--- config.mk ---
export PLATFORM = sky130hd
export DESIGN_NAME = tx_defer_timer
export DESIGN_NICKNAME = d
export VERILOG_FILES = /design/src/rtl/tx_defer_pkg.sv /design/src/rtl/tx_defer_sel.sv /design/src/rtl/tx_defer_cnt.sv /design/src/rtl/tx_defer_req.sv /design/src/rtl/tx_defer_timer.sv
export SDC_FILE = /design/constraint.sdc
export NUM_CORES = 1
export LEC_CHECK = 0
export ABC_AREA = 0
export ABC_CLOCK_PERIOD_IN_PS = 2500
export BUFFER_PORTS_ARGS = -buffer_cell sky130_fd_sc_hd__buf_2
export CAP_MARGIN = 40
export CORE_MARGIN = 1
export CORE_UTILIZATION = 48
export DETAILED_ROUTE_END_ITERATION = 7
export PLACE_DENSITY = 0.76
export SYNTH_ARGS = -nofsm -noshare
export SYNTH_HDL_FRONTEND = slang
export SYNTH_SLANG_ARGS = --single-unit
--- constraint.sdc ---
create_clock -name clk -period 2.5 [get_ports clk]
set_clock_uncertainty 0.15 [all_clocks]
set_input_delay 0 -clock clk [delete_from_list [all_inputs] [get_ports clk]]
set_output_delay 0 -clock clk [all_outputs]
set_load 0.05 [all_outputs]
--- src/rtl/tx_defer_pkg.sv ---
package tx_defer_pkg;

  typedef enum logic [1:0] {
    ST_READY = 2'd0,
    ST_TX    = 2'd1,
    ST_GAP   = 2'd2,
    ST_DEFER = 2'd3
  } dt_state_e;

endpackage

--- src/rtl/tx_defer_sel.sv ---
module tx_defer_sel #(
  parameter int GAP_W = 8
) (
  input  logic             full_duplex,
  input  logic             own_b2b,
  input  logic [GAP_W-1:0] cfg_win,
  input  logic [GAP_W-1:0] cfg_nb2b,
  input  logic [GAP_W-1:0] cfg_b2b,
  input  logic [GAP_W-1:0] gap_cnt,
  output logic [GAP_W-1:0] gap_limit,
  output logic             win_open
);

  // Full duplex and own back-to-back traffic use the short gap.
  function automatic logic [GAP_W-1:0] pick_limit(
    input logic fd, input logic b2b,
    input logic [GAP_W-1:0] nb2b_v, input logic [GAP_W-1:0] b2b_v);
    return (fd || b2b) ? b2b_v : nb2b_v;
  endfunction

  // Carrier is honoured only in half duplex and only before the window has closed.
  function automatic logic in_window(
    input logic fd, input logic [GAP_W-1:0] cnt, input logic [GAP_W-1:0] win);
    return !fd && (cnt < win);
  endfunction

  always_comb begin
    gap_limit = pick_limit(full_duplex, own_b2b, cfg_nb2b, cfg_b2b);
    win_open  = in_window(full_duplex, gap_cnt, cfg_win);
  end

endmodule

--- src/rtl/tx_defer_cnt.sv ---
module tx_defer_cnt #(
  parameter int GAP_W = 8
) (
  input  logic             clk,
  input  logic             rst_n,
  input  logic             clr,
  input  logic             adv,
  input  logic [GAP_W-1:0] limit,
  output logic [GAP_W-1:0] cnt,
  output logic             last_tick
);

  localparam int EXT_W = GAP_W + 1;

  // True when one more tick completes the gap (a limit of 0 acts as 1).
  function automatic logic reaches(
    input logic [GAP_W-1:0] c, input logic [GAP_W-1:0] lim);
    logic [EXT_W-1:0] nxt;
    nxt = {1'b0, c} + EXT_W'(1);
    return nxt >= {1'b0, lim};
  endfunction

  always_comb last_tick = reaches(cnt, limit);

  always_ff @(posedge clk) begin
    if (!rst_n)   cnt <= '0;
    else if (clr) cnt <= '0;
    else if (adv) cnt <= cnt + GAP_W'(1);
  end

endmodule

--- src/rtl/tx_defer_req.sv ---
module tx_defer_req (
  input  logic clk,
  input  logic rst_n,
  input  logic tx_req,
  input  logic grant_fire,
  output logic req_pend
);

  // A strobe on the granting edge is kept for the following frame.
  always_ff @(posedge clk) begin
    if (!rst_n) req_pend <= 1'b0;
    else        req_pend <= (req_pend & ~grant_fire) | tx_req;
  end

endmodule

--- src/rtl/tx_defer_timer.sv ---
module tx_defer_timer #(
  parameter int GAP_W = 8
) (
  input  logic             clk,
  input  logic             rst_n,
  input  logic             bit_tick,
  input  logic             carrier,
  input  logic             full_duplex,
  input  logic             tx_req,
  input  logic             tx_end,
  input  logic [GAP_W-1:0] cfg_win,
  input  logic [GAP_W-1:0] cfg_nb2b,
  input  logic [GAP_W-1:0] cfg_b2b,
  output logic             tx_grant
);

  import tx_defer_pkg::*;

  dt_state_e        st_q, st_d;
  logic             own_b2b;
  logic             set_b2b, clr_b2b;
  logic             cnt_clr, cnt_adv;
  logic             grant_fire;
  logic             req_pend;
  logic             win_open;
  logic             last_tick;
  logic             defer_hit;
  logic [GAP_W-1:0] gap_cnt;
  logic [GAP_W-1:0] gap_limit;

  tx_defer_req u_req (
    .clk        (clk),
    .rst_n      (rst_n),
    .tx_req     (tx_req),
    .grant_fire (grant_fire),
    .req_pend   (req_pend)
  );

  tx_defer_sel #(.GAP_W(GAP_W)) u_sel (
    .full_duplex (full_duplex),
    .own_b2b     (own_b2b),
    .cfg_win     (cfg_win),
    .cfg_nb2b    (cfg_nb2b),
    .cfg_b2b     (cfg_b2b),
    .gap_cnt     (gap_cnt),
    .gap_limit   (gap_limit),
    .win_open    (win_open)
  );

  tx_defer_cnt #(.GAP_W(GAP_W)) u_cnt (
    .clk       (clk),
    .rst_n     (rst_n),
    .clr       (cnt_clr),
    .adv       (cnt_adv),
    .limit     (gap_limit),
    .cnt       (gap_cnt),
    .last_tick (last_tick)
  );

  // Carrier inside the first phase forces a fresh deferral.
  assign defer_hit = win_open & carrier;

  always_comb begin
    st_d       = st_q;
    cnt_clr    = 1'b0;
    cnt_adv    = 1'b0;
    grant_fire = 1'b0;
    set_b2b    = 1'b0;
    clr_b2b    = 1'b0;
    unique case (st_q)
      ST_READY: begin
        if (bit_tick && req_pend) begin
          grant_fire = 1'b1;
          st_d       = ST_TX;
        end else if (!full_duplex && carrier) begin
          clr_b2b = 1'b1;
          st_d    = ST_DEFER;
        end
      end
      ST_TX: begin
        if (tx_end) begin
          cnt_clr = 1'b1;
          set_b2b = 1'b1;
          st_d    = ST_GAP;
        end
      end
      ST_GAP: begin
        if (defer_hit) begin
          cnt_clr = 1'b1;
          clr_b2b = 1'b1;
          st_d    = ST_DEFER;
        end else if (bit_tick) begin
          if (last_tick) begin
            cnt_clr = 1'b1;
            if (req_pend) begin
              grant_fire = 1'b1;
              st_d       = ST_TX;
            end else begin
              st_d = ST_READY;
            end
          end else begin
            cnt_adv = 1'b1;
          end
        end
      end
      ST_DEFER: begin
        if (full_duplex || !carrier) begin
          cnt_clr = 1'b1;
          st_d    = ST_GAP;
        end
      end
      default: st_d = ST_READY;
    endcase
  end

  always_ff @(posedge clk) begin
    if (!rst_n) begin
      st_q     <= ST_READY;
      own_b2b  <= 1'b0;
      tx_grant <= 1'b0;
    end else begin
      st_q     <= st_d;
      tx_grant <= grant_fire;
      if (clr_b2b)      own_b2b <= 1'b0;
      else if (set_b2b) own_b2b <= 1'b1;
    end
  end

endmodule

== After elaboration in Yosys (flattened, before gate mapping) ==
Index checks and enable logic that the tools add are counted.

* Magnitude comparators: 2
* Bitwise operators: 5
* Add/subtract/negate cells: 2
* Equality and inequality tests: 8
* Reduce and logical (&&, ||, !) cells: 11
* Muxes and demuxes: 31

{| class="wikitable"
|+ Operators with widths
! cell !! count
|-
| 2-to-1 mux 1 bit || 19
|-
| 2-to-1 mux 2 bit || 7
|-
| adder 8 x 1 -> 9 bit (second input constant) || 1
|-
| >= comparator 9 x 8 -> 1 bit || 1
|-
| inequality test 3 bit (second input constant) || 3
|-
| adder 8 x 1 -> 8 bit (second input constant) || 1
|-
| < comparator 8 bit || 1
|-
| 2-to-1 mux 8 bit || 1
|-
| one-hot mux 2 bit (4 select lines) || 1
|-
| AND reduction 5 bit || 1
|-
| == test 2 bit (second input constant) || 2
|-
| inequality test 2 bit (second input constant) || 2
|-
| one-hot mux 1 bit (2 select lines) || 2
|-
| OR reduction 2 bit || 2
|-
| logical AND 1 bit || 3
|-
| one-hot mux 1 bit (3 select lines) || 1
|-
| bitwise AND 1 bit || 2
|-
| == test 2 x 1 -> 1 bit (second input constant) || 1
|-
| logical NOT 1 bit || 2
|-
| logical NOT 2 bit || 1
|-
| logical OR 1 bit || 2
|-
| NOT 1 bit || 2
|-
| OR 1 bit || 1
|}

* Word-level logic and storage cells: 64
* Bits of input ports: 31
* Register bits after elaboration: 13

== Depth between registers and ports, before layout ==
* Depth after elaboration: 10
* Gate-level depth with buffers: 10
* Gate-level depth less buffers: 10

== By module ==
A second synthesis with hierarchy kept.

* Cells, all modules: 149
* Area, all modules: 1249.9 um^2

{| class="wikitable"
|+ Modules (own cells, without submodules)
! module !! cells each !! instances !! area an instance (um^2)
|-
| tx_defer_cnt || 77 || 1 || 618.1
|-
| tx_defer_timer || 35 || 1 || 302.8
|-
| tx_defer_sel || 34 || 1 || 287.8
|-
| tx_defer_req || 3 || 1 || 41.3
|}

== Worst setup path before layout ==
No wires, ideal clock.

* Path type: flip-flop to flip-flop
* Start point: register u_cnt.cnt[0]
* End point: register u_cnt.cnt[5]
* Stages on the path, launching flop included: 11
* Data arrival time: 2.554 ns
* Library setup time: 0.080 ns
* Path buffers: 0
* Required time: 2.270 ns
* Slack: -0.284 ns
* Cell sequence: dfxtp_1 > ha_1 > nand2_1 > nor3_1 > xor2_1 > ha_1 > a211oi_2 > o211ai_1 > a2111oi_1 > nand4b_1 > a22oi_1

* Longest elaborated chain between the ends: 7
* Elaborated cells on any way between the ends: 15
* Those cells by class: add/sub: 2; order compare: 2; mux: 8; bitwise: 1; reduce/logical: 2

{| class="wikitable"
|+ Ends and longest elaborated chain
! item !! RTL line !! RTL
|-
| start: declaration || tx_defer_cnt.sv:9 || <nowiki>output logic [GAP_W-1:0] cnt,</nowiki>
|-
| start signal: assignment || tx_defer_cnt.sv:28 || <nowiki>else if (adv) cnt <= cnt + GAP_W'(1);</nowiki>
|-
| adder 8 x 1 -> 9 bit || tx_defer_cnt.sv:19 || <nowiki>nxt = {1'b0, c} + EXT_W'(1);</nowiki>
|-
| >= comparator 9 x 8 -> 1 bit || tx_defer_cnt.sv:20 || <nowiki>return nxt >= {1'b0, lim};</nowiki>
|-
| 2-to-1 mux 1 bit || tx_defer_timer.sv:93 || <nowiki>if (last_tick) begin</nowiki>
|-
| 2-to-1 mux 1 bit || tx_defer_timer.sv:92 || <nowiki>end else if (bit_tick) begin</nowiki>
|-
| 2-to-1 mux 1 bit || tx_defer_timer.sv:88 || <nowiki>if (defer_hit) begin</nowiki>
|-
| one-hot mux 1 bit (3 select lines) || tx_defer_timer.sv:70 || <nowiki>unique case (st_q)</nowiki>
|-
| OR reduction 2 bit (no line) || -- ||
|}

Parallel ways exist; a longest one is shown, timed or not.
A chain may end at the register's enable or synchronous reset.

== Worst setup path after layout ==
* Start point: register u_cnt.cnt[0]
* End point: register u_cnt.cnt[2]

The elaborated chain is that of the path after synthesis.

==> impl_results.md <==
- Root Driver: clkbuf_4
- Vias after detailed routing: 1513
- # IOs: 32
- Post-synth ARST share: 0%
- Vias in the first global route: 1411
- Power Density: 298 nW/um^2
- Violated checks: setup timing
- Critical path data arrival time: 2.89 ns
- Unrepaired setup endpoints after global routing: true
- Die area: just under 3000 sq um
- CP top delay family: simple AND/OR/NAND/NOR gates
- DRT Wirelength: around 4200 um
- Row Count: 18
- Routed len/inst: approximately 17 um
- Most used flip-flop cell after synthesis: dfxtp_1
- # clock sinks: 13
- Largest net degree at the start of global routing: 11
- Max-cap violations: 0
- Die width: ~54 um
- Wire length of the first global-routing pass: 6300 um
- Final worst-path cycle share: 113%
- LEAKAGE: 0.000891 uW
- Avg Cell Area, Syn: 8.37 sq um
- Sequential-to-total area share from yosys stat: 20.2%
- Hold crit path type: input port to register
- Cell mode on critical path: ha_4
- Buffers plus inverters on the worst setup path: 0
- Iter 0 DRT Violations: between 40 and 50
- Crit Path Category: register to register
- Crit start category: register
- Max Clk Rate: 0.353 GHz
- Worst-skew pair later-pin latency: 0.29 ns
- Final setup vio count: 12
- Crit-path cells: ha_4, nand2_4, nor3_4, xor2_2, ha_4, a211oi_4, o211a_1, nor2_2, or4_1, a22oi_2
- Nets: 265
- CTS Buf Count: 3
- Dpl cell area: ~1700 sq um
- Worst Hold Depth: 4
- Cell variety after synth: 48
- Commonest cells in the netlist: 16 x ha_1, 13 x dfxtp_1, 11 x inv_1, 11 x nand2_1, 9 x nor2_1
- Final hold viol count: 0
- Antenna cell count: 0
- R2R setup slack: -0.33 ns
- Post-Syn Area: 1290 sq um
- Setup tns final: -3.30 ns
- Clock tree buffer depth: 2
- Drc violations: 0
- Max rail drop VDD: 397 uV
- IO buf count: 31
- Most common cell in the netlist: ha_1
- FF-to-FF Start: u_cnt.cnt[0]$_SDFFE_PP0P_
- Synth warn: 0
- DIE HEIGHT: 53.8 um
- FILL cells: 187
- Initial antenna violation count: 0
- Mapped Nets: 201
- Initial Util: 51.6%
- PnR Total Power: between 500 and 600 uW
- Worst Slack Setup Final: -0.333 ns
- H-tree depth: 1
- CTS tree: built
- Routed vias/inst: between 6 and 7
- Drt pass-1 iters: 5
- Top cells by area, synth: dfxtp_1 20%, ha_1 16%, mux2i_1 5.4%, a22oi_1 4.7%, inv_1 3.2%
- Core area: roughly 2500 sq um
- Area leader, netlist: dfxtp_1
- Remaining Overflow, GRT: 0
- Worst reg2reg path endpoint: u_cnt.cnt[2]$_SDFFE_PP0P_
- Yosys reg bits: 13
- Slowest-stage cell, CP: or4_1
- WP depth: 10
- Minimum clock period: 2.83 ns
- Slew HR: 65.4%
- Worst hold start: tx_end
- Yosys top cell area share: 20.2%
- Least-Margin Pin Slew: 0.518 ns
- Gate Count Post-Synth: between 150 and 200
- Critical path peak fanout: 5
- Final Core Density: 76.1%
- Antenna viol nets, final: 0
- Worst EP required: roughly 2.6 ns
- EDFF count, synth: 0
- Worst Hold Path EP: own_b2b$_SDFFE_PP0P_
- Layout area overhead: 47.7%
- GP Congestion: between 0.9 and 1
- HPWL after DPL: 3030 um
- Layout cells sized above 1: between 40% and 50%
- Clock-pin slew on the worst setup and hold paths: about 0.10 ns
- Status: finished with violations
- Gr usage total: 30.7%
- Worst stage delay on the critical path: 0.52 ns
- Final Cell Area: 1900 sq um
- Final Max Tran Viols: 0
- Worst r2r path cells: 10
- CP Capture Type: register
-- registers in the layout, indices dropped and copies added, names as in the netlist --
signal          flops
u_cnt.cnt           8
st_q                2
own_b2b             1
tx_grant            1
u_req.req_pend      1
-- worst max-delay path by stage --
| stage | start | endpoint |
|---|---|---|
| finish | u_cnt.cnt[0]$_SDFFE_PP0P_ | u_cnt.cnt[2]$_SDFFE_PP0P_ |
| floorplan | u_cnt.cnt[1]$_SDFFE_PP0P_ | u_cnt.cnt[0]$_SDFFE_PP0P_ |
| global route | u_cnt.cnt[0]$_SDFFE_PP0P_ | u_cnt.cnt[3]$_SDFFE_PP0P_ |
| global placement | u_cnt.cnt[1]$_SDFFE_PP0P_ | u_cnt.cnt[5]$_SDFFE_PP0P_ |
| CTS | u_cnt.cnt[1]$_SDFFE_PP0P_ | u_cnt.cnt[6]$_SDFFE_PP0P_ |
| detailed placement | u_cnt.cnt[5]$_SDFFE_PP0P_ | u_cnt.cnt[6]$_SDFFE_PP0P_ |
-- layout make-up --
type	count	area [sq um]	area share [%]
multi-input cells	126	1120	58.8
repair buffers	63	409	21.5
flip-flops and latches	13	268	14.1
inverters	11	41.3	2.17
well taps	30	37.5	1.97
clock buffers	3	22.5	1.18
clock inverters	1	5.00	0.263
-- worst reg2reg max path, stage by stage, from the launching register on --
cell and delay, ns:
dfxtp_4 0.37, ha_4 0.15, nand2_4 0.05, nor3_4 0.23, xor2_2 0.22, ha_4 0.24
a211oi_4 0.32, o211a_1 0.27, nor2_2 0.08, or4_1 0.52, a22oi_2 0.16
-- cell families (layout without fill, tap and decap cells) --
group                      count (synthesis)  count (layout)  share of synthesized area [%]
muxes                                      8               8                           6.31
AOI/OAI and AO/OA                         51              51                           30.2
buffers and inverters                     15              78                           4.76
DFF                                       13              13                           20.2
and+or+nand+nor                           45              45                           18.9
xor gates and xnor gates                   6               6                           4.08
adders and majority gates                 16              16                           15.5
-- placed cells by master (no fill, tap or decap), types with 3 or more instances in the layout --
cell,netlist,routed
inv_1,11,11
buf_2,1,31
clkbuf_4,0,3
dfxtp_2,0,3
buf_4,1,27
a22oi_2,0,4
o21ai_1,1,3
ha_1,16,14
or4_1,4,4
a41o_1,3,3
mux2i_1,7,7
dfxtp_1,13,9
dlygate4sd3_1,0,4
nor2_1,9,6
nand2_1,11,10
o21ai_0,7,4
o31ai_1,5,5
nand3_1,4,3
a21oi_1,7,6
a22oi_1,8,4
xnor2_1,4,4
-- metrics by stage --
stage / worst slack, ns / std cells / hold slack, ns
detailed placement: -0.241 / 236 / 0.141
floorplan: -0.0348 / 154 / -0.0200
finish: -0.333 / 247 / 0.0343
CTS: -0.185 / 246 / 0.0474
global route: -0.429 / 247 / 0.0605
global placement: -0.210 / 236 / 0.133
-- power breakdown --
group          internal, uW  switching (uW)
Clock                  59.5            82.8
Sequential              217            12.6
Combinational          91.4             103
Total                   368             199
-- metal layers --
metal | wire length [um] | track usage (%)
met1 | 1720 | 37.8
met2 | 2090 | 50.8
met3 | 248 | 7.63
met4 | 106 | 11.8
met5 | 0 | 0
-- repair_timing --
action | 4_1_cts | 5_1_grt
buffers inserted | 2 | 1
hold endpoints to repair | 5 | 0
cloned | 0 | 0
hold buffers | 4 | 0
endpoints found under the setup margin | 12 | 12
pin swaps | 11 | 10
resized for setup | 16 | 8
No activity file was read; power rests on OpenSTA's default activity.
